### src/rtl/icyc_pkg.sv
`timescale 1ns/1ps
package icyc_pkg;

  typedef enum logic [3:0] {
    ST_FADDR,   // program counter to address register, counter steps
    ST_FREAD,   // instruction read, waits for ready
    ST_FDEC,    // buffer to instruction register, indirect decision
    ST_IADDR,   // address field to address register
    ST_IREAD,   // pointer read, waits for ready
    ST_EXEC,    // one-cycle handoff, interrupt sampling
    ST_ISAVE,   // return address to buffer, stack slot to address register
    ST_IWRITE,  // save write, waits for ready
    ST_IVEC     // vector into program counter
  } seq_state_e;

  typedef struct packed {
    logic pc_step;
    logic pc_vector;
    logic mar_from_pc;
    logic mar_from_field;
    logic mar_from_sp;
    logic mbr_from_mem;
    logic mbr_from_pc;
    logic ir_from_mbr;
  } xfer_t;

endpackage

### src/rtl/icyc_fsm.sv
`timescale 1ns/1ps
module icyc_fsm
  import icyc_pkg::*;
(
  input  logic       clk,
  input  logic       rst,
  input  logic       mem_rdy,
  input  logic       word_indirect,
  input  logic       irq_req,
  input  logic       irq_en,
  output xfer_t      ctl,
  output logic       mem_req,
  output logic       mem_we,
  output logic       exec_stb,
  output logic       int_ack,
  output seq_state_e state_q
);

  seq_state_e state_d;
  logic       take_irq;

  assign take_irq = irq_req && irq_en;

  always_ff @(posedge clk) begin
    if (rst) state_q <= ST_FADDR;
    else     state_q <= state_d;
  end

  always_comb begin
    state_d  = state_q;
    ctl      = '0;
    mem_req  = 1'b0;
    mem_we   = 1'b0;
    exec_stb = 1'b0;
    int_ack  = 1'b0;
    unique case (state_q)
      ST_FADDR: begin
        ctl.mar_from_pc = 1'b1;
        ctl.pc_step     = 1'b1;
        state_d         = ST_FREAD;
      end
      ST_FREAD: begin
        mem_req = 1'b1;
        if (mem_rdy) begin
          ctl.mbr_from_mem = 1'b1;
          state_d          = ST_FDEC;
        end
      end
      ST_FDEC: begin
        ctl.ir_from_mbr = 1'b1;
        state_d         = word_indirect ? ST_IADDR : ST_EXEC;
      end
      ST_IADDR: begin
        ctl.mar_from_field = 1'b1;
        state_d            = ST_IREAD;
      end
      ST_IREAD: begin
        mem_req = 1'b1;
        if (mem_rdy) begin
          ctl.mbr_from_mem = 1'b1;
          state_d          = ST_EXEC;
        end
      end
      ST_EXEC: begin
        exec_stb = 1'b1;
        state_d  = take_irq ? ST_ISAVE : ST_FADDR;
      end
      ST_ISAVE: begin
        ctl.mbr_from_pc = 1'b1;
        ctl.mar_from_sp = 1'b1;
        state_d         = ST_IWRITE;
      end
      ST_IWRITE: begin
        mem_req = 1'b1;
        mem_we  = 1'b1;
        if (mem_rdy) state_d = ST_IVEC;
      end
      ST_IVEC: begin
        ctl.pc_vector = 1'b1;
        int_ack       = 1'b1;
        state_d       = ST_FADDR;
      end
      default: state_d = ST_FADDR;
    endcase
  end

  // the handoff strobe never lasts two cycles
  assert_exec_single_R7: assert property (@(posedge clk) disable iff (rst)
    exec_stb |=> !exec_stb);

  // acknowledge is a single pulse and is followed by a fetch
  assert_ack_single_R10: assert property (@(posedge clk) disable iff (rst)
    int_ack |=> (!int_ack && state_q == ST_FADDR));

  // a save write can only follow an execute cycle with an enabled request
  assert_save_gate_R8: assert property (@(posedge clk) disable iff (rst)
    (state_q == ST_ISAVE) |-> ($past(exec_stb) && $past(irq_req) && $past(irq_en)));

endmodule

### src/rtl/icyc_regs.sv
`timescale 1ns/1ps
module icyc_regs
  import icyc_pkg::*;
#(
  parameter int ADDR_W  = 16,
  parameter int DATA_W  = 16,
  parameter int FIELD_W = 12,
  parameter int IND_POS = 15
) (
  input  logic              clk,
  input  logic              rst,
  input  xfer_t             ctl,
  input  logic [DATA_W-1:0] mem_rdata,
  input  logic [ADDR_W-1:0] sp_in,
  input  logic [ADDR_W-1:0] vec_in,
  output logic [ADDR_W-1:0] pc_q,
  output logic [ADDR_W-1:0] mar_q,
  output logic [DATA_W-1:0] mbr_q,
  output logic [DATA_W-1:0] ir_q,
  output logic [ADDR_W-1:0] opnd_addr,
  output logic              word_indirect
);

  function automatic logic [ADDR_W-1:0] step_addr(input logic [ADDR_W-1:0] a);
    return a + ADDR_W'(1);
  endfunction

  function automatic logic [ADDR_W-1:0] stack_slot(input logic [ADDR_W-1:0] sp);
    return sp - ADDR_W'(1);
  endfunction

  function automatic logic [ADDR_W-1:0] field_zext(input logic [DATA_W-1:0] w);
    return ADDR_W'(w[FIELD_W-1:0]);
  endfunction

  always_ff @(posedge clk) begin
    if (rst) begin
      pc_q  <= '0;
      mar_q <= '0;
      mbr_q <= '0;
      ir_q  <= '0;
    end else begin
      if (ctl.pc_vector)    pc_q <= vec_in;
      else if (ctl.pc_step) pc_q <= step_addr(pc_q);

      if (ctl.mar_from_pc)         mar_q <= pc_q;
      else if (ctl.mar_from_field) mar_q <= field_zext(mbr_q);
      else if (ctl.mar_from_sp)    mar_q <= stack_slot(sp_in);

      if (ctl.mbr_from_mem)     mbr_q <= mem_rdata;
      else if (ctl.mbr_from_pc) mbr_q <= DATA_W'(pc_q);

      if (ctl.ir_from_mbr) ir_q <= mbr_q;
    end
  end

  assign word_indirect = mbr_q[IND_POS];
  assign opnd_addr     = ir_q[IND_POS] ? ADDR_W'(mbr_q) : field_zext(ir_q);

  // the instruction register takes what the buffer held
  assert_ir_from_buffer_R2: assert property (@(posedge clk) disable iff (rst)
    ctl.ir_from_mbr |=> (ir_q == $past(mbr_q)));

endmodule

### src/rtl/icyc_seq_top.sv
`timescale 1ns/1ps
module icyc_seq_top
  import icyc_pkg::*;
#(
  parameter int ADDR_W  = 16,
  parameter int DATA_W  = 16,
  parameter int FIELD_W = 12,
  parameter int IND_POS = 15
) (
  input  logic              clk,
  input  logic              rst,
  output logic              mem_req,
  output logic              mem_we,
  output logic [ADDR_W-1:0] mem_addr,
  output logic [DATA_W-1:0] mem_wdata,
  input  logic [DATA_W-1:0] mem_rdata,
  input  logic              mem_rdy,
  input  logic              irq_req,
  input  logic              irq_en,
  input  logic [ADDR_W-1:0] sp_in,
  input  logic [ADDR_W-1:0] vec_in,
  output logic              int_ack,
  output logic              exec_stb,
  output logic [DATA_W-1:0] ir_out,
  output logic [ADDR_W-1:0] opnd_addr,
  output logic [ADDR_W-1:0] pc_out
);

  xfer_t             ctl;
  seq_state_e        fsm_state;
  logic              word_indirect;
  logic [ADDR_W-1:0] pc_q;
  logic [ADDR_W-1:0] mar_q;
  logic [DATA_W-1:0] mbr_q;
  logic [DATA_W-1:0] ir_q;

  icyc_fsm u_fsm (
    .clk           (clk),
    .rst           (rst),
    .mem_rdy       (mem_rdy),
    .word_indirect (word_indirect),
    .irq_req       (irq_req),
    .irq_en        (irq_en),
    .ctl           (ctl),
    .mem_req       (mem_req),
    .mem_we        (mem_we),
    .exec_stb      (exec_stb),
    .int_ack       (int_ack),
    .state_q       (fsm_state)
  );

  icyc_regs #(
    .ADDR_W  (ADDR_W),
    .DATA_W  (DATA_W),
    .FIELD_W (FIELD_W),
    .IND_POS (IND_POS)
  ) u_regs (
    .clk           (clk),
    .rst           (rst),
    .ctl           (ctl),
    .mem_rdata     (mem_rdata),
    .sp_in         (sp_in),
    .vec_in        (vec_in),
    .pc_q          (pc_q),
    .mar_q         (mar_q),
    .mbr_q         (mbr_q),
    .ir_q          (ir_q),
    .opnd_addr     (opnd_addr),
    .word_indirect (word_indirect)
  );

  assign mem_addr  = mar_q;
  assign mem_wdata = mbr_q;
  assign ir_out    = ir_q;
  assign pc_out    = pc_q;

  // an open request is frozen until the memory answers
  assert_req_hold_R6: assert property (@(posedge clk) disable iff (rst)
    (mem_req && !mem_rdy) |=> (mem_req && $stable(mem_addr) && $stable(mem_we)
                               && $stable(mem_wdata)));

  // while the instruction read is open the counter is one ahead of it
  assert_pc_ahead_R3: assert property (@(posedge clk) disable iff (rst)
    (fsm_state == ST_FREAD) |-> (pc_q == mar_q + ADDR_W'(1)));

  // the save write carries the return address
  assert_save_data_R9: assert property (@(posedge clk) disable iff (rst)
    (mem_req && mem_we) |-> (mem_wdata == DATA_W'(pc_q)));

  // the cycle after the acknowledge the counter holds the vector
  assert_vector_load_R10: assert property (@(posedge clk) disable iff (rst)
    int_ack |=> (pc_q == $past(vec_in)));

endmodule

### config.mk
export PLATFORM = sky130hd
export DESIGN_NAME = icyc_seq_top
export DESIGN_NICKNAME = d
export VERILOG_FILES = /design/src/rtl/icyc_pkg.sv /design/src/rtl/icyc_fsm.sv /design/src/rtl/icyc_regs.sv /design/src/rtl/icyc_seq_top.sv
export SDC_FILE = /design/constraint.sdc
export NUM_CORES = 1
export LEC_CHECK = 0
export BUFFER_PORTS_ARGS = -buffer_cell sky130_fd_sc_hd__buf_2
export CELL_PAD_IN_SITES_DETAIL_PLACEMENT = 0
export CELL_PAD_IN_SITES_GLOBAL_PLACEMENT = 1
export CORE_MARGIN = 10
export CORE_UTILIZATION = 36
export DETAILED_ROUTE_END_ITERATION = 8
export PLACE_DENSITY = 0.82
export SLEW_MARGIN = 20
export SYNTH_ARGS = -nofsm -noshare
export SYNTH_HDL_FRONTEND = slang
export SYNTH_HIERARCHICAL = 1
export SYNTH_SLANG_ARGS = --single-unit
### constraint.sdc
create_clock -name clk -period 3.1 [get_ports clk]
set_input_delay 0.31 -clock clk [delete_from_list [all_inputs] [get_ports clk]]
set_output_delay 0.31 -clock clk [all_outputs]
set_load 0.02 [all_outputs]
==> results of run 1 <==
==> worst reg2reg max path: stages, from the launching register on <==
cell      delay [ns]
dfxtp_1         0.61
nand2b_1        0.26
nor3b_2         0.24
buf_4           0.34
or3_1           0.38
o21ai_0         0.14
nor3_1          0.18
a32o_1          0.14
==> power by group <==
part	switching (mW)	internal [mW]
clock	0.329	0.356
sequential	0.184	1.00
combinational	0.685	0.431
==> final cells by class <==
class	count	area, um2	share of cell area
flip-flops and latches	68	1361	0.2878
repair buffers	146	755.7	0.1597
clock inverters	1	5.005	0.001058
inverters	8	30.03	0.006348
multi-input cells	344	2232	0.4718
clock buffers	15	176.4	0.03729
well taps	136	170.2	0.03597
==> metal layers <==
layer	global-route usage	wire, um
met1	0.2049	5520
met2	0.2752	6236
met4	0.05449	231
met5	0	0
met3	0.05923	944
==> cells in the mapped netlist (2+ instances only) <==
| master | count |
|---|---|
| xor2_1 | 2 |
| a211oi_1 | 9 |
| buf_2 | 6 |
| a311oi_1 | 4 |
| mux2i_1 | 36 |
| nand2b_1 | 8 |
| clkbuf_1 | 29 |
| o21ai_0 | 18 |
| a21o_1 | 4 |
| nor4b_1 | 2 |
| a21oi_1 | 37 |
| buf_4 | 4 |
| nor3_1 | 13 |
| a41oi_1 | 2 |
| or3_1 | 10 |
| nand4_1 | 7 |
| nand3_1 | 4 |
| or4_1 | 3 |
| ha_1 | 2 |
| dfxtp_1 | 68 |
| mux2_2 | 12 |
| a311o_1 | 3 |
| nor2b_1 | 11 |
| nor4_1 | 11 |
| o211ai_1 | 3 |
| nor2_1 | 70 |
| and2_1 | 4 |
| or4b_1 | 2 |
| nor3b_1 | 3 |
| o31ai_1 | 3 |
| nand2_1 | 23 |
| inv_1 | 7 |
| a31oi_1 | 3 |
| xnor2_1 | 19 |
==> sequential cells by signal, indices dropped and copies added, names as in the netlist <==
name / count
u_regs/ir_q: 16
u_fsm/state_q: 4
u_regs/mbr_q: 16
u_regs/pc_q: 16
u_regs/mar_q: 16
==> logic make-up after synthesis <==
logic type	after synthesis
adder cells (fa/ha/maj)	2
multiplexers	48
flip-flops	68
AO/OA/AOI/OAI	95
buffers and inverters	47
AND/OR/NAND/NOR	178
XOR/XNOR	21
==> stage by stage <==
| stage | setup WS [ns] | cells |
|---|---|---|
| after floorplan | 0.7190 | 459 |
| after global placement | 0.8706 | 702 |
| after detailed placement | 0.7969 | 702 |
| after CTS | 0.7529 | 718 |
| after global routing | 0.5492 | 718 |
| final | 0.7365 | 718 |
==> how the worst max path moves through the flow <==
stage	start	end	slack, ns	depth (start not counted)
detailed placement	u_fsm/state_q[1]$_SDFFE_PP0P_	u_regs/mar_q[8]$_SDFFE_PP0P_	0.80	7
floorplan	u_fsm/state_q[0]$_SDFFE_PP0P_	u_regs/pc_q[15]$_SDFFE_PP0P_	0.72	8
global placement	u_fsm/state_q[1]$_SDFFE_PP0P_	u_regs/mar_q[8]$_SDFFE_PP0P_	0.87	7
CTS	u_fsm/state_q[1]$_SDFFE_PP0P_	u_regs/mar_q[8]$_SDFFE_PP0P_	0.75	7
finish	u_fsm/state_q[1]$_SDFFE_PP0P_	u_regs/mar_q[8]$_SDFFE_PP0P_	0.74	7
global route	u_fsm/state_q[1]$_SDFFE_PP0P_	u_regs/mar_q[8]$_SDFFE_PP0P_	0.55	7
==> out/metrics.yaml, run 1 <==
outcome:
  status: "completed"
detailed_routing:
  ant_nets: 0
  vias: 3811
  drc: 0
  routedWlPerCell_um: 18.01
  dr.pass1.iters: 4
  routed_wl_mm: 12.93
  drt_iter0_drc: 259
  avgViaCountPerCell: 5.308
clock_network:
  clk_pin_slew_worst_paths_ns: 0.07
  cts.path.max_buffers: 2
  cts_sinks: 68
  cts_hold_buf: 0
  cts_tree: "yes"
  post_cts_resized: 0
  htree_num_levels: 3
  cts_made_buffers: 9
  worstSkewPairLatency_ns: 0.35
  postCtsSetupBuffers: 0
  root_buffer: "clkbuf_8"
finish:
  num-fill-cells: 1083
  final_cell_mix: "buf_2 (136), nor2_1 (70), dfxtp_1 (68), a21oi_1 (37), mux2i_1 (36)"
  final_layout_size_suffix_gt1_frac: 0.3093
  nNetsFinal: 632
  stdcell_area_um2: 4731
  syn2layout_area_growth_pct: 25.66
  num_antenna_cells: 0
  postLayoutCoreUtil: 0.4603
  layout_commonest_cell: "buf_2"
setup_path:
  cp_num_buf_inv: 1
  slowest_stage: "dfxtp_1"
  critPathTopFamily: "simple AND/OR/NAND/NOR gates"
  critPathRequiredTime_ns: 3.39
  arrival_ns: 2.65
  startpoint_type: "register"
  r2r-end: "u_regs/mar_q[8]$_SDFFE_PP0P_"
  crit_type: "reg2reg"
  reg2reg_slack_ns: 0.74
  reg2reg_depth: 7
  regToRegStartpoint: "u_fsm/state_q[1]$_SDFFE_PP0P_"
  critPathCaptureType: "register"
  critical_path.max_fanout: 22
  slowest_delay_ns: 0.61
  cp_cell_sequence: "nand2b_1 -> nor3b_2 -> buf_4 -> or3_1 -> o21ai_0 -> nor3_1 -> a32o_1"
logic_synthesis:
  synth_xor_area_frac: 0.04885
  synthAdderAreaFrac: 0.006647
  yosys.area.top_type: "dfxtp_1"
  yosysTopAreaCellShare: 0.3616
  synth-edff-count: 0
  synth-seq-cells: 68
  synth_area_leaders: "dfxtp_1 (36%), mux2i_1 (9.6%), nor2_1 (7.0%), a21oi_1 (4.9%), xnor2_1 (4.4%)"
  synthArstFlopShare: 0
  postSynthAreaPerCell_um2: 8.202
  yosys.area_share.simple: 0.2376
  synth_nets: 514
  yosysSeqAreaShare: 0.3616
  yosysWarnings: 6
  synthMuxAreaShare: 0.1316
  synth_compound_area_frac: 0.1609
  synthesis.area_um2: 3765
  syn-instance-count: 459
  synth_top_family_by_area: "simple AND/OR/NAND/NOR gates"
  ys_types: 51
  synth_ff_type: "dfxtp_1"
floorplan:
  fp.dieW_um: 122.3
  die_h_um: 122.3
  core_um2: 10280
  die_area_um2: 14950
  placementRows: 37
  ioPinCount: 137
  initial_core_util: 0.3663
timing:
  worstMarginPinSlew_ns: 0.6880
  tns_ns: 0
  final.min_clock_period_ns: 2.364
  rsz0062_at_grt: "false"
  hold_violations: 0
  min_period_over_period: 0.7624
  finalClockSkew_ns: 0.01023
  setup_viol: 0
  fmax_ghz: 0.4231
  hold_ws_ns: 0.1870
  slew_viol_final: 0
  max_slew_margin: 0.5407
power_and_ir_drop:
  power_mw: 2.989
  cellPowerDensity_nw_per_um2: 631.9
  power_leakage_nw: 2.001
  peakVddDrop_mv: 0.4118
flow_run:
  max_cap_violations: 0
grt:
  antenna_found_initial: 0
  grt_use_total: 0.1691
  grt_max_degree: 39
  grt_pass1_vias: 3732
  grt_pass1_wl_mm: 19.91
  globalRouteOverflowTotal: 0
placement:
  postPlaceCellArea_um2: 4549
  dp_hpwl_mm: 9.955
  gp_congestion: 0.8615
  portBuffers: 136
worst_hold_path:
  hp-start: "mem_rdata[3]"
  holdPathEnd: "u_regs/mbr_q[3]$_SDFFE_PP0P_"
  hold_depth: 3
  hp-class: "in2reg"
Power figures use the tool's default switching activity.
==> inputs of run 2 (changes only) <==
Clock period 3.1 ns to 2.33 ns, I/O delays scaled along.
==> run 2 against run 1 <==
Register-to-register slack lost 0.38 ns. First-iteration DRC count up 0.77%. Clock skew fell by 0.0014 ns. Sequential power is 29% higher. Hold slack got worse by 0.075 ns. Clock power is 27% higher. Worst setup slack worse by 0.38 ns. Sequential share of layout area down 0.67 points.
==> out/metrics.yaml, run 2 (synthesis gave the netlist of run 1 again) <==
timing:
  slew_viol_final: 0
  hold_violations: 0
  finalClockSkew_ns: 0.008854
  rsz0062_at_grt: "false"
  setup_viol: 0
  max_slew_margin: 0.5726
  min_period_over_period: 0.8453
  tns_ns: 0
  worstMarginPinSlew_ns: 0.6411
  fmax_ghz: 0.5078
  final.min_clock_period_ns: 1.969
finish:
  final_layout_size_suffix_gt1_frac: 0.3266
  layout_commonest_cell: "buf_2"
  final_cell_mix: "buf_2 (136), nor2_1 (70), dfxtp_1 (68), a21oi_1 (37), mux2i_1 (36)"
  syn2layout_area_growth_pct: 28.65
  num_antenna_cells: 0
  stdcell_count: 730
  postLayoutCoreUtil: 0.4713
  num-fill-cells: 1103
  nNetsFinal: 645
placement:
  gp_congestion: 0.8231
  portBuffers: 136
  dp_cells: 715
  dp_hpwl_mm: 10.05
detailed_routing:
  dr.pass1.iters: 5
  vias: 3869
  drt_iter0_drc: 261
  routed_wl_mm: 13.08
  drc: 0
  ant_nets: 0
  avgViaCountPerCell: 5.300
  routedWlPerCell_um: 17.92
floorplan:
  die_area_um2: 14950
  ioPinCount: 137
  fp.dieW_um: 122.3
  core_um2: 10280
  initial_core_util: 0.3663
  placementRows: 37
  die_h_um: 122.3
power_and_ir_drop:
  peakVddDrop_mv: 0.4507
  cellPowerDensity_nw_per_um2: 832.4
  power_leakage_nw: 2.071
setup_path:
  critPathCaptureType: "register"
  crit_cells: 5
  cp_num_buf_inv: 0
  critical_path.max_fanout: 6
  arrival_ns: 2.20
  critPathRequiredTime_ns: 2.56
  slowest_delay_ns: 0.47
  cp_cell_sequence: "nor4_4 -> nand4_1 -> nor4_1 -> xnor2_1 -> a21oi_1"
  regToRegStartpoint: "u_fsm/state_q[2]$_SDFFE_PP0P_"
  startpoint_type: "register"
  critPathTopFamily: "simple AND/OR/NAND/NOR gates"
  critPathLaunch: "u_fsm/state_q[2]$_SDFFE_PP0P_"
  slowest_stage: "nor4_1"
  reg2reg_depth: 5
  crit_type: "reg2reg"
grt:
  grt_pass1_wl_mm: 20.60
  grt_pass1_vias: 3843
  grt_max_degree: 61
  globalRouteOverflowTotal: 0
  antenna_found_initial: 0
  grt_use_total: 0.1739
clock_network:
  htree_num_levels: 3
  root_buffer: "clkbuf_8"
  cts_sinks: 68
  cts.path.max_buffers: 2
  postCtsSetupBuffers: 0
  cts_made_buffers: 9
  cts_hold_buf: 0
  worstSkewPairLatency_ns: 0.35
  clk_pin_slew_worst_paths_ns: 0.07
  post_cts_resized: 0
  cts_tree: "yes"
worst_hold_path:
  hp-class: "in2reg"
  hp-start: "mem_rdata[1]"
  hold_depth: 3
flow_run:
  max_cap_violations: 0
outcome:
  status: "completed"
-- run 2: final cells by class --
type / count / area (um2) / share of cell area
Clock buffer: 13 / 158.9 / 0.03281
Clock inverter: 2 / 10.01 / 0.002067
Inverter: 8 / 30.03 / 0.006200
Multi-Input combinational cell: 344 / 2247 / 0.4640
Sequential cell: 68 / 1361 / 0.2811
Tap cell: 136 / 170.2 / 0.03513
Timing Repair Buffer: 159 / 865.8 / 0.1788
-- run 2: tightest hold or removal path: stages --
cell	delay [ns]
buf_2	0.08
a21oi_1	0.05
nor2_1	0.07
-- run 2: worst paths after layout --
kind | to | slack [ns]
max | u_regs/pc_q[15]$_SDFFE_PP0P_ | 0.36
min | u_regs/mbr_q[1]$_SDFFE_PP0P_ | 0.11
max reg2reg | u_regs/pc_q[15]$_SDFFE_PP0P_ | 0.36
min reg2reg | u_regs/ir_q[12]$_SDFFE_PP0P_ | 0.49
-- run 2: routing by layer --
layer	vias up	global-route usage	wire length (um)
li1	1895	-	-
met1	1822	0.2184	5689
met2	131	0.2826	6220
met3	21	0.04637	923
met4	0	0.05965	251
met5	-	0	0
-- run 2: power breakdown --
group          switching (mW)  internal [mW]  total (mW)
Combinational           0.991          0.644        1.64
Sequential              0.190           1.34        1.53
Clock                   0.434          0.436       0.870
Total                    1.61           2.42        4.03
-- run 2: through the flow --
step	hold slack [ns]	setup slack (ns)	power [mW]	cell area, um2
3_5_place_dp	0.4701	0.2597	3.192	4674
5_1_grt	0.09383	0.1954	4.324	4843
4_1_cts	0.1038	0.3566	4.067	4843
2_1_floorplan	0.3117	0.09895	2.605	3777
6_report	0.1118	0.3605	4.032	4843
3_3_place_gp	0.4596	0.2719	3.181	4674
==> inputs of run 3 (changes only) <==
Settings changed: CORE_UTILIZATION 36 to 32, PLACE_DENSITY 0.82 to 0.77.
Clock period 2.33 ns to 1.6 ns, I/O delays scaled along.
==> run 3 against run 2 <==
The run now ends with setup timing left. Hold slack worse by 0.048 ns. Sequential cell count stayed put. Sequential power is 48% higher. Core utilization is 4.3 points higher. Critical path depth is 3 higher. Routed wire length is 13% higher. Maximum frequency is 15% higher. Global-route usage is 0.62 points lower.
==> out/metrics.yaml, run 3 (synthesis gave the netlist of run 1 again) <==
finish:
  final_layout_size_suffix_gt1_frac: 0.4740
  multi_input_area_um2: 2555
  syn2layout_area_growth_pct: 56.50
  regArea_um2: 1378
  layout_commonest_cell: "buf_2"
  num-fill-cells: 1105
  final_cell_mix: "buf_2 (133), nor2_1 (69), dfxtp_1 (63), buf_4 (61), mux2i_1 (33)"
  num_antenna_cells: 0
  nNetsFinal: 704
  stdcell_area_um2: 5892
setup_path:
  crit_type: "reg2reg"
  arrival_ns: 1.94
  critPathRequiredTime_ns: 1.82
  critical_path.max_fanout: 8
  reg2reg_depth: 8
  critPathCaptureType: "register"
  startpoint_type: "register"
timing:
  finalWorstSetupSlack_ns: -0.1151
  max_slew_margin: 0.6963
  tns_ns: -1.361
  final.min_clock_period_ns: 1.715
  hold_violations: 0
  finalClockSkew_ns: 0.009404
  fmax_ghz: 0.5831
  rsz0062_at_grt: "true"
  worstMarginPinSlew_ns: 0.4555
  setup_viol: 29
  min_period_over_period: 1.072
  slew_viol_final: 0
outcome:
  violations: "setup timing"
  status: "finished, violations left"
detailed_routing:
  routedWlPerCell_um: 18.55
  drc: 0
  drt_iter0_drc: 262
  dr.pass1.iters: 4
  routed_wl_mm: 14.79
  avgViaCountPerCell: 5.162
  ant_nets: 0
  vias: 4114
clock_network:
  cts_made_buffers: 9
  root_buffer: "clkbuf_16"
  htree_num_levels: 3
  cts.path.max_buffers: 2
  cts_hold_buf: 0
  cts_sinks: 68
  worstSkewPairLatency_ns: 0.33
  cts_tree: "yes"
  clk_pin_slew_worst_paths_ns: 0.06
power_and_ir_drop:
  peakVddDrop_mv: 0.6712
  cellPowerDensity_nw_per_um2: 1283
  power_leakage_nw: 2.575
floorplan:
  core_um2: 11470
  initial_core_util: 0.3283
  fp.dieW_um: 128.5
  ioPinCount: 137
  die_h_um: 128.5
  die_area_um2: 16500
  placementRows: 39
grt:
  grt_pass1_wl_mm: 22.40
  globalRouteOverflowTotal: 0
  grt_max_degree: 41
  grt_use_total: 0.1677
  antenna_found_initial: 0
  grt_pass1_vias: 4100
placement:
  postPlaceCellArea_um2: 5092
  portBuffers: 136
  gp_congestion: 0.8336
  dp_hpwl_mm: 10.96
flow_run:
  max_cap_violations: 0
worst_hold_path:
  hold_depth: 3
  hp-class: "in2reg"
[run 3: cell types whose count changed in the layout (fill, tap and decap cells not counted), moves of 5 or more]
cell / before / now
buf_4: 22 / 61
buf_6: 0 / 13
o21ai_0: 18 / 7
clkbuf_16: 0 / 10
clkbuf_8: 11 / 1
nor3_1: 12 / 4
o21ai_2: 0 / 7
a21oi_1: 37 / 31
a21oi_2: 0 / 6
buf_8: 0 / 5
dfxtp_1: 68 / 63
nor3_2: 1 / 6
[run 3: what timing repair did]
item,in CTS,in global routing
cloned,1,1
buffers inserted,12,9
setup endpoints to repair,46,58
resized for setup,46,48
pin swaps,15,22
[run 3: layout make-up]
class / instances / share of cell area
multi-input combinational: 344 / 0.4336
timing repair buffer: 218 / 0.2470
sequential: 68 / 0.2338
clock buffer: 10 / 0.04056
tap: 143 / 0.03037
clock inverter: 6 / 0.008282
inverter: 8 / 0.006371
[run 3: critical path, stage by stage (launching register included)]
cell and delay [ns]:
dfxtp_4 0.39, nor4_4 0.06, buf_4 0.14, buf_8 0.13
buf_4 0.13, or3_4 0.37, o21ai_2 0.12, nor3_1 0.06
a32o_1 0.20
[run 3: path summary, 6_finish.rpt]
check                                startpoint                           end  slack [ns]
setup / recovery  u_fsm/state_q[1]$_SDFFE_PP0P_  u_regs/mar_q[8]$_SDFFE_PP0P_       -0.12
hold / removal                     mem_rdata[3]  u_regs/mbr_q[3]$_SDFFE_PP0P_        0.06
setup reg to reg  u_fsm/state_q[1]$_SDFFE_PP0P_  u_regs/mar_q[8]$_SDFFE_PP0P_       -0.12
hold reg to reg    u_regs/ir_q[13]$_SDFFE_PP0P_  u_regs/ir_q[13]$_SDFFE_PP0P_        0.49
[run 3: per-layer routing]
layer	wire, um	global-route usage
met5	0	0
met3	1049	0.04928
met1	6028	0.1995
met2	7515	0.2869
met4	194	0.04570
[run 3: stage by stage]
| stage | hold WS [ns] | instances | worst slack, ns | power [mW] | util |
|---|---|---|---|---|---|
| 5_1_grt | 0.06909 | 797 | -0.1734 | 7.970 | 0.5138 |
| 6_report | 0.06358 | 797 | -0.1151 | 7.559 | 0.5138 |
| 3_5_place_dp | 0.4017 | 759 | -0.3374 | 4.914 | 0.4441 |
| 4_1_cts | 0.05573 | 788 | -0.1118 | 7.298 | 0.4903 |
| 3_3_place_gp | 0.3888 | 759 | -0.2559 | 4.851 | 0.4441 |
| 2_1_floorplan | 0.2312 | 459 | -0.3868 | 3.925 | - |
[run 3: power by group]
part / internal (mW) / switching [mW]
clock: 1.10 / 0.814
combinational: 1.57 / 1.82
sequential: 1.96 / 0.296
total: 4.63 / 2.93
